`src/rtl/sirq_pkg.sv`:
```
package sirq_pkg;
   localparam int unsigned SIRQ_ADDR_STATUS = 0;
   localparam int unsigned SIRQ_ADDR_MASK   = 1;
   localparam int unsigned SIRQ_MAX_SYNC    = 4;
endpackage

```
`src/rtl/sirq_sync.sv`:
```
module sirq_sync #(
   parameter int unsigned W      = 8,
   parameter int unsigned STAGES = 2
) (
   input  logic         clk,
   input  logic         rst_n,
   input  logic [W-1:0] d,
   output logic [W-1:0] q
);
   import sirq_pkg::*;
   if (STAGES > SIRQ_MAX_SYNC) begin : g_bad
      $error("sirq_sync: STAGES too large");
   end
   if (STAGES == 0) begin : g_bypass
      assign q = d;
   end else begin : g_chain
      logic [W-1:0] stage_q [STAGES];
      always_ff @(posedge clk or negedge rst_n) begin
         if (!rst_n) begin
            for (int s = 0; s < int'(STAGES); s++) stage_q[s] <= '0;
         end else begin
            stage_q[0] <= d;
            for (int s = 1; s < int'(STAGES); s++) stage_q[s] <= stage_q[s-1];
         end
      end
      assign q = stage_q[STAGES-1];
   end
endmodule

```
`src/rtl/sirq_edge.sv`:
```
module sirq_edge #(
   parameter int unsigned W = 8
) (
   input  logic         clk,
   input  logic         rst_n,
   input  logic [W-1:0] level,
   output logic [W-1:0] rise
);
   logic [W-1:0] prev_q;
   always_ff @(posedge clk or negedge rst_n) begin
      if (!rst_n) prev_q <= '0;
      else        prev_q <= level;
   end
   for (genvar i = 0; i < int'(W); i++) begin : g_bit
      assign rise[i] = level[i] & ~prev_q[i];
   end
endmodule

```
`src/rtl/sirq_status_bank.sv`:
```
module sirq_status_bank #(
   parameter int unsigned W = 8
) (
   input  logic         clk,
   input  logic         rst_n,
   input  logic [W-1:0] rise,
   input  logic [W-1:0] level,
   input  logic [W-1:0] mask_q,
   input  logic         rd_clr,
   output logic [W-1:0] status_q,
   output logic [W-1:0] pend_q
);
   for (genvar i = 0; i < int'(W); i++) begin : g_bit
      always_ff @(posedge clk or negedge rst_n) begin
         if (!rst_n) begin
            status_q[i] <= 1'b0;
            pend_q[i]   <= 1'b0;
         end else begin
            if (rise[i])                  status_q[i] <= 1'b1;
            else if (rd_clr && !level[i]) status_q[i] <= 1'b0;
            if (rise[i] && !mask_q[i])    pend_q[i]   <= 1'b1;
            else if (rd_clr)              pend_q[i]   <= 1'b0;
         end
      end
   end

   a_r1_edge_sets: assert property (@(posedge clk) disable iff (!rst_n)
      (rise != '0) |=> ((status_q & $past(rise)) == $past(rise)));
   a_r2_sticky: assert property (@(posedge clk) disable iff (!rst_n)
      !rd_clr |=> ((status_q & $past(status_q)) == $past(status_q)));
   a_r3_keep_live: assert property (@(posedge clk) disable iff (!rst_n)
      rd_clr |=> ((status_q & $past(status_q & level)) == $past(status_q & level)));
   a_r3_clear_gone: assert property (@(posedge clk) disable iff (!rst_n)
      rd_clr |=> ((status_q & $past(status_q & ~level & ~rise)) == '0));
   a_r9_edge_wins: assert property (@(posedge clk) disable iff (!rst_n)
      (rd_clr && ((rise & ~mask_q) != '0))
      |=> ((pend_q & $past(rise & ~mask_q)) == $past(rise & ~mask_q)));
endmodule

```
`src/rtl/sirq_ctrl.sv`:
```
module sirq_ctrl #(
   parameter int unsigned N_EVT       = 8,
   parameter int unsigned ADDR_W      = 2,
   parameter int unsigned SYNC_STAGES = 2
) (
   input  logic              clk,
   input  logic              rst_n,
   input  logic [N_EVT-1:0]  cond_in,
   input  logic [ADDR_W-1:0] reg_addr,
   input  logic              reg_wr,
   input  logic [N_EVT-1:0]  reg_wdata,
   input  logic              reg_rd,
   output logic [N_EVT-1:0]  reg_rdata,
   output logic              irq_n
);
   import sirq_pkg::*;
   localparam logic [ADDR_W-1:0] A_STATUS = ADDR_W'(SIRQ_ADDR_STATUS);
   localparam logic [ADDR_W-1:0] A_MASK   = ADDR_W'(SIRQ_ADDR_MASK);

   if (N_EVT < 1 || N_EVT > 64) begin : g_bad_n
      $error("sirq_ctrl: N_EVT out of range");
   end
   if (ADDR_W < 1) begin : g_bad_a
      $error("sirq_ctrl: ADDR_W must be at least 1");
   end

   logic [N_EVT-1:0] level, rise, status_q, pend_q, mask_q;
   logic             sel_status, sel_mask, rd_clr;

   assign sel_status = (reg_addr == A_STATUS);
   assign sel_mask   = (reg_addr == A_MASK);
   assign rd_clr     = reg_rd & sel_status;

   sirq_sync #(.W(N_EVT), .STAGES(SYNC_STAGES)) u_sync (
      .clk(clk), .rst_n(rst_n), .d(cond_in), .q(level));

   sirq_edge #(.W(N_EVT)) u_edge (
      .clk(clk), .rst_n(rst_n), .level(level), .rise(rise));

   always_ff @(posedge clk or negedge rst_n) begin
      if (!rst_n)                 mask_q <= '1;
      else if (reg_wr && sel_mask) mask_q <= reg_wdata;
   end

   sirq_status_bank #(.W(N_EVT)) u_bank (
      .clk(clk), .rst_n(rst_n), .rise(rise), .level(level),
      .mask_q(mask_q), .rd_clr(rd_clr), .status_q(status_q), .pend_q(pend_q));

   always_comb begin
      reg_rdata = '0;
      if (sel_status)    reg_rdata = status_q;
      else if (sel_mask) reg_rdata = mask_q;
   end

   assign irq_n = ~|(pend_q & ~mask_q);

   a_r6_unmasked_fires: assert property (@(posedge clk) disable iff (!rst_n)
      ((rise & ~mask_q) != '0 && !(reg_wr && sel_mask)) |=> !irq_n);
   a_r7_quiet_stays: assert property (@(posedge clk) disable iff (!rst_n)
      (irq_n && (rise & ~mask_q) == '0) |=> irq_n);
   a_r8_read_releases: assert property (@(posedge clk) disable iff (!rst_n)
      (rd_clr && !reg_wr && rise == '0) |=> irq_n);
   a_r8_hold_low: assert property (@(posedge clk) disable iff (!rst_n)
      (!irq_n && !rd_clr && !reg_wr) |=> !irq_n);
endmodule

```
`config.mk`:
```
export PLATFORM = sky130hd
export DESIGN_NAME = sirq_ctrl
export DESIGN_NICKNAME = d
export VERILOG_FILES = /design/src/rtl/sirq_pkg.sv /design/src/rtl/sirq_sync.sv /design/src/rtl/sirq_edge.sv /design/src/rtl/sirq_status_bank.sv /design/src/rtl/sirq_ctrl.sv
export SDC_FILE = /design/constraint.sdc
export NUM_CORES = 1
export LEC_CHECK = 0
export BUFFER_PORTS_ARGS = -buffer_cell sky130_fd_sc_hd__buf_2
export CAP_MARGIN = 0
export CORE_AREA = 2 2 78 80
export CTS_CLUSTER_DIAMETER = 30
export DETAILED_ROUTE_END_ITERATION = 7
export DIE_AREA = 0 0 80 82
export GPL_ROUTABILITY_DRIVEN = 0
export PLACE_DENSITY = 0.56
export SETUP_SLACK_MARGIN = 0.3
export SYNTH_ARGS = -nofsm -noshare
export SYNTH_HDL_FRONTEND = slang
export SYNTH_HIERARCHICAL = 1
export SYNTH_SLANG_ARGS = --single-unit
```
`constraint.sdc`:
```
create_clock -name clk -period 1.65 [get_ports clk]
set_input_delay 0.0825 -clock clk [delete_from_list [all_inputs] [get_ports clk]]
set_output_delay 0.0825 -clock clk [all_outputs]
set_load 0.02 [all_outputs]
```
# Word-level counts from Yosys, hierarchy flattened
# Cells that the tools add are included.
[word_totals]
ff_bits = 48
latch_bits = 0
ram_bits = 0
rom_bits = 0
input_bits = 22
output_inout_bits = 9
word_cells = 119
mem_count = 0
[classes]
addsub = 0
n_mul = 0
div = 0
n_lt_le_gt_ge = 0
n_eq_ne = 1
shifts = 0
mux = 27
bitwise = 19
reduce_logical = 52
[op_table]
columns = ["op", "count"]
rows = [
  ["nonzero test 2 bit", 16],
  ["2-to-1 mux 1 bit", 25],
  ["logical AND 1 bit", 17],
  ["zero test 1 bit", 17],
  ["2-to-1 mux 8 bit", 2],
  ["AND 1 bit", 9],
  ["AND 8 bit", 1],
  ["NOT 1 bit", 8],
  ["NOT 8 bit", 1],
  ["OR reduction 8 bit", 1],
  ["equality test 2 x 1 -> 1 bit (second input constant)", 1],
  ["zero test 2 bit", 1],
]

# Logic depth before layout (Yosys ltp)
# Gate-level depths: netlist of run 1.
[depth]
ltp_word = 5
mapped_depth = 5
ltp_nobuf = 3

# Hierarchy
# Netlist of run 1, hierarchy kept.
[by_module_without_submodules]
columns = ["module", "instances", "cells_per_inst", "area_per_inst_um2", "seq_area_each_um2"]
rows = [
  ["sirq_status_bank", 1, 57, 636.9, 400.4],
  ["sirq_ctrl", 1, 49, 521.8, 210.2],
  ["sirq_sync", 1, 24, 460.4, 400.4],
  ["sirq_edge", 1, 16, 310.3, 200.2],
]

# Worst setup path before layout of run 1
# OpenSTA, ideal clock, no wires.
[synth_path]
path_type = "register to output"
startpoint = "reg mask_q[0]"
endpoint = "out irq_n"
arrival_ns = 1.332
path_slack_ns = 0.236
path_stages_with_launch = 3
path_buffers = 0
path_cell_list = "dfstp_2 -> o22ai_1 -> nor4_1"
[synth_via]
elab_chain_len = 4
[synth_lines]
columns = ["item", "line_no", "rtl"]
rows = [
  ["start: declaration", "sirq_ctrl.sv:27", "logic [N_EVT-1:0] level, rise, status_q, pend_q, mask_q;"],
  ["start signal: assignment", "sirq_ctrl.sv:42", "else if (reg_wr && sel_mask) mask_q <= reg_wdata;"],
  ["NOT 8 bit", "sirq_ctrl.sv:55", "assign irq_n = ~|(pend_q & ~mask_q);"],
  ["AND 8 bit", "sirq_ctrl.sv:55", ""],
  ["OR reduction 8 bit", "sirq_ctrl.sv:55", ""],
  ["zero test 1 bit", "sirq_ctrl.sv:55", ""],
  ["end: declaration", "sirq_ctrl.sv:14", "output logic irq_n"],
]
# No other way between the ends.

# Worst setup path after layout of run 1
[layout_path]
startpoint = "reg mask_q[1]"
endpoint = "out irq_n"
# Same word-level chain as after synthesis.

==> results of run 1 <==
-- layout by cell type, fill, tap and decap left out, drive strengths merged --
cell type / instances
bufinv: 3
clkbuf: 5
nor3b: 1
dfstp: 8
o22ai: 12
dfrtp: 40
nand3b: 1
mux2: 8
nor4: 1
mux2i: 8
dlygate4sd3: 9
nor2b: 8
nand2b: 8
inv: 24
nor2: 8
a21o: 8
buf: 42
-- what timing repair did --
item	in CTS	in global routing
gates resized for setup	2	13
hold buffers	9	0
setup buffers	4	5
hold endpoints to repair	22	0
setup endpoints to repair	2	8
pin swaps	2	6
-- critical path, delay by kind of cell, from the launching register on --
| kind | cells | cell delay, ns |
|---|---|---|
| flops | 1 | 0.56 |
| simple gates | 1 | 0.30 |
| compound gates | 1 | 0.06 |
| buf+inv | 1 | 0.19 |
-- metrics by stage --
stage	total power [mW]	cell area (µm²)	setup WS, ns
final	3.06	2500	0.154
after global routing	3.22	2500	0.0558
after CTS	3.03	2410	0.0990
after detailed placement	1.81	2130	0.404
after global placement	1.80	2130	0.404
after floorplan	1.68	1940	0.339
-- per-layer routing --
| layer | GRT usage, % | routed length (µm) | vias to the layer above |
|---|---|---|---|
| li1 | - | - | 561 |
| met1 | 16.0 | 1660 | 568 |
| met2 | 19.1 | 1680 | 27 |
| met3 | 3.52 | 193 | 5 |
| met4 | 5.25 | 59 | 0 |
| met5 | 0 | 0 | - |
-- path summary, 6_finish.rpt --
kind                       depth (start not counted)  slack [ns]     endpoint
max in group asynchronous                          3        0.83    mask_q[5]
max                                                3        0.15        irq_n
min reg2reg                                        0        0.35  u_sync/q[2]
max reg2reg                                        3        0.71    mask_q[5]
min in group asynchronous                          2        0.24  u_sync/q[2]
min                                                2        0.01    mask_q[6]
-- cells by family (layout without fill, tap and decap cells) --
| logic type | count (synthesis) | count (layout) | synth area share, % |
|---|---|---|---|
| flops | 48 | 48 | 62.8 |
| buf+inv | 35 | 83 | 9.53 |
| simple gates | 27 | 27 | 11.9 |
| mux | 16 | 16 | 8.82 |
| compound gates | 20 | 20 | 7.00 |
-- area by class of cell --
| type | instances | area [µm²] | area share, % |
|---|---|---|---|
| repair buffers | 51 | 374 | 15.0 |
| well taps | 75 | 93.8 | 3.76 |
| inverters | 24 | 90.1 | 3.61 |
| multi-input cells | 63 | 571 | 22.8 |
| clock inverters | 3 | 90.1 | 3.61 |
| flip-flops and latches | 48 | 1210 | 48.5 |
| clock buffers | 5 | 68.8 | 2.75 |
-- report_power, final --
group,internal (mW),leakage [nW],switching (mW),total [mW]
logic,0.273,0.597,0.222,0.496
registers,1.33,0.533,0.0861,1.42
clock network,0.757,0.0784,0.388,1.15
-- state kept, by name, summed over array words and instances (netlist names) --
signal and flops:
u_edge/prev_q 8, mask_q 8, u_bank/status_q 8, u_sync/q 8
u_sync/g_chain.stage_q 8, u_bank/pend_q 8
==> impl_metrics.env, run 1 <==
export IMPL_ys_async_sr_fraction_pct=100
export IMPL_hp_class="input port to flip-flop"
export IMPL_gr_total_overflow=0
export IMPL_rr_startpoint="mask_q[5]"
export IMPL_grt_pass1_wl_um=6000
export IMPL_core_um2=5750
export IMPL_nFillCells=572
export IMPL_hold_start="reg_wdata[6]"
export IMPL_drt_iter0_drc=41
export IMPL_dp_cells=243
export IMPL_syn_inst=146
export IMPL_h_tree_depth=2
export IMPL_yosysTopAreaCellShare_pct=51.9
export IMPL_p_leak_nw=1.21
export IMPL_die_area_um2=6560
export IMPL_route_antenna_remaining_nets=0
export IMPL_synthTopCellsByArea="dfrtp_1, dfstp_2, nor2b_4, inv_1, mux2_2"
export IMPL_firstDrtPassIters=4
export IMPL_relSlewSlack_pct=71.5
export IMPL_worstSetupPathType="flip-flop to output pin"
export IMPL_io_buffer_count=30
export IMPL_crit_required_ns=1.57
export IMPL_start_kind="flip-flop"
export IMPL_clkTransAtPathRegs_ns=0.09
export IMPL_grt_max_degree=32
export IMPL_synth_net_count=168
export IMPL_slew_viol_final=0
export IMPL_numCtsBuffers=5
export IMPL_final_hold_violation_count=0
export IMPL_synthesis_area_um2=1930
export IMPL_fin_crit_ns=1.50
export IMPL_rows=28
export IMPL_io_pins=31
export IMPL_ys_types=16
export IMPL_p_per_area_nw_per_um2=1230
export IMPL_synth_top_area_cell="dfrtp_1"
export IMPL_crit_slowest_cell="dfstp_2"
export IMPL_final_setup_viol_count=0
export IMPL_whs_ns=0.0128
export IMPL_cts_tree="done"
export IMPL_end_kind="output pin"
export IMPL_outcome="finished clean"
export IMPL_drc=0
export IMPL_cp_arrival_ns=1.41
export IMPL_cpPeakStageDelay_ns=0.56
export IMPL_dp_hpwl_um=2420
export IMPL_die_w_um=80
export IMPL_wl_per_cell_um=13.4
export IMPL_seq_area_frac_synth_pct=62.8
export IMPL_fp_dieH_um=82
export IMPL_worstPathCellList="o22ai_2, nor4_2, buf_4"
export IMPL_rsz0062_at_grt="yes"
export IMPL_clkSinkCount=48
export IMPL_insertion_delay_ns=0.30
export IMPL_cp_max_fo=3
export IMPL_antenna_cells=0
export IMPL_yosys_warnings=6
export IMPL_ir_drop_uv=535
export IMPL_synth_most_common_cell="dfrtp_1"
export IMPL_grt_pass1_vias=1266
export IMPL_grt_use_total_pct=12.2
export IMPL_syn_avg_cell_area_um2=13.2
export IMPL_fin_tns_setup_ns=0
export IMPL_synth_enable_flop_cells=0
export IMPL_vias=1161
export IMPL_cts_buffer_depth=2
export IMPL_fin_util_pct=43.5
export IMPL_cts_root_buffer="clkbuf_8"
export IMPL_fmax_ghz=0.668
export IMPL_synth_seq_cells=48
export IMPL_crit_start="mask_q[1]"
export IMPL_drive_gt1_share_pct=42.8
export IMPL_finalNonFillerCells=269
export IMPL_antenna_found_initial=0
export IMPL_synth_commonest_cells="dfrtp_1, inv_1, o22ai_1"
export IMPL_worstMarginPinSlew_ns=0.427
export IMPL_vias_per_cell=4.32
export IMPL_area_delta_synth_final_pct=29.5
export IMPL_synth_flop_cell="dfrtp_1"
export IMPL_timing_final_crit_share_pct=90.7
export IMPL_drt_total_wl_um=3600
export IMPL_start_util_pct=33.6
export IMPL_cap_viol_max_count=0
export IMPL_clock_skew_ns=0.00495
export IMPL_nets=215
(Power assumes the default switching activity.)
==> run 2, diff against run 1 <==
Settings changed: RECOVER_POWER set to 50.
==> run 2 against run 1 <==
  * Via count grew 0.43%
  * Wire length about the same
  * Sequential power barely moved
  * Setup slack is essentially flat
  * Largest cell class unchanged
  * Sequential share of layout area rose by 0.47 points
  * First-iteration DRC count is the same
  * Largest power group unchanged
  * Die area stayed put
  * Register-to-register slack lost 0.06 ns
  * Critical endpoint unchanged
  * Worst hold slack better by 0.0020 ns
  * Clock power hardly changed
  * Critical path depth is the same
  * Highest routed layer unchanged
==> impl_metrics.env, run 2 (synthesis results as in run 1) <==
export IMPL_p_leak_nw=1.19
export IMPL_cts_buffer_depth=2
export IMPL_h_tree_depth=2
export IMPL_crit_family="flip-flops"
export IMPL_worstSetupPathType="flip-flop to output pin"
export IMPL_dp_slack_ns=0.404
export IMPL_io_buffer_count=30
export IMPL_crit_slowest_cell="dfstp_2"
export IMPL_drc=0
export IMPL_mostFrequentLayoutCells="dfrtp_1, inv_1, buf_2"
export IMPL_hold_start="reg_wdata[3]"
export IMPL_cpPeakStageDelay_ns=0.56
export IMPL_die_area_um2=6560
export IMPL_worst_slack_ns=0.154
export IMPL_met2_usage_pct=19.1
export IMPL_rr_startpoint="mask_q[7]"
export IMPL_total_power_mw=3.05
export IMPL_hold_path_depth=2
export IMPL_cts_tree="done"
export IMPL_grt_pass1_vias=1266
export IMPL_clock_skew_ns=0.00503
export IMPL_cts_root_buffer="clkbuf_8"
export IMPL_core_um2=5750
export IMPL_reg2regPathDepth=3
export IMPL_worstMarginPinSlew_ns=1.02
export IMPL_r2r_setup_slack_ns=0.65
export IMPL_whs_ns=0.0148
export IMPL_fin_util_pct=43.1
export IMPL_relSlewSlack_pct=31.8
export IMPL_grt_use_total_pct=12.2
export IMPL_route_antenna_remaining_nets=0
export IMPL_vias_per_cell=4.33
export IMPL_rows=28
export IMPL_finalInstanceArea_um2=2470
export IMPL_worst_path_buf_inv=1
export IMPL_fp_dieH_um=82
export IMPL_end_kind="output pin"
export IMPL_final_setup_viol_count=0
export IMPL_use_met1_pct=16.0
export IMPL_cp_max_fo=3
export IMPL_dp_hpwl_um=2420
export IMPL_timing_final_crit_share_pct=90.7
export IMPL_start_kind="flip-flop"
export IMPL_clkTransAtPathRegs_ns=0.09
export IMPL_cap_viol_max_count=0
export IMPL_hold_path_end="mask_q[3]"
export IMPL_area_delta_synth_final_pct=28.3
export IMPL_dp_cells=243
export IMPL_fmax_ghz=0.668
export IMPL_r2r_end="u_bank/pend_q[7]"
export IMPL_fin_tns_setup_ns=0
export IMPL_top_usage_layer="met2"
export IMPL_gr_total_overflow=0
export IMPL_hp_class="input port to flip-flop"
export IMPL_rsz0062_at_grt="yes"
export IMPL_final_hold_violation_count=0
export IMPL_vias=1166
export IMPL_outcome="finished clean"
export IMPL_antenna_cells=0
export IMPL_final_common_cell="dfrtp_1"
export IMPL_numCtsBuffers=5
export IMPL_p_per_area_nw_per_um2=1230
export IMPL_start_util_pct=33.6
export IMPL_grt_pass1_wl_um=6000
export IMPL_nFillCells=575
export IMPL_die_w_um=80
export IMPL_met3_usage_pct=3.52
export IMPL_ir_drop_uv=530
export IMPL_io_pins=31
export IMPL_clkSinkCount=48
export IMPL_insertion_delay_ns=0.30
export IMPL_drt_iter0_drc=41
export IMPL_firstDrtPassIters=4
export IMPL_fin_crit_ns=1.50
export IMPL_cp_arrival_ns=1.41
export IMPL_crit_required_ns=1.57
export IMPL_wl_per_cell_um=13.4
export IMPL_slew_viol_final=0
export IMPL_finalNonFillerCells=269
export IMPL_drt_total_wl_um=3600
export IMPL_drive_gt1_share_pct=38.7
export IMPL_antenna_found_initial=0
export IMPL_place_area_um2=2130
export IMPL_grt_max_degree=32
export IMPL_nets=215
export IMPL_worstPathCellList="o22ai_2, nor4_2, buf_4"
-- run 2: worst reg2reg max path, cell delays in order (launching register included) --
cell and delay (ns):
dfstp_1 0.56, buf_6 0.11, buf_4 0.09, o22ai_1 0.07
-- run 2: worst max path at each step --
stage,slack [ns],depth (start not counted),endpoint,startpoint
floorplan,0.34,5,u_bank/status_q[5],reg_addr[0]
global placement,0.40,3,irq_n,mask_q[0]
detailed placement,0.40,3,irq_n,mask_q[4]
CTS,0.1,3,irq_n,mask_q[6]
global route,0.06,3,irq_n,mask_q[1]
finish,0.15,3,irq_n,mask_q[1]
-- run 2: what timing repair did --
item                                   4_1_cts  5_1_grt
setup endpoints to repair                    2        8
hold buffers                                 9        0
endpoints found under the hold margin       22        0
gates resized for setup                      2       13
pin swaps                                    2        6
setup buffers                                4        5
-- run 2: per-layer routing --
| layer | share of wire (%) | wire length (µm) |
|---|---|---|
| met1 | 45 | 1630 |
| met2 | 47 | 1690 |
| met3 | 6.0 | 214 |
| met4 | 1.6 | 59 |
| met5 | 0 | 0 |
-- run 2: layout make-up --
cell class,count,area [µm²],area share (%)
repair buffers,51,365,14.8
multi-input cells,63,556,22.4
well taps,75,93.8,3.79
flip-flops and latches,48,1210,48.9
clock buffers,5,68.8,2.78
clock inverters,3,90.1,3.64
inverters,24,90.1,3.64
-- run 2: power by group --
| part | internal, mW | total [mW] | switching (mW) |
|---|---|---|---|
| registers | 1.33 | 1.41 | 0.0847 |
| logic | 0.266 | 0.488 | 0.223 |
| clock network | 0.757 | 1.15 | 0.388 |
| total | 2.35 | 3.05 | 0.695 |
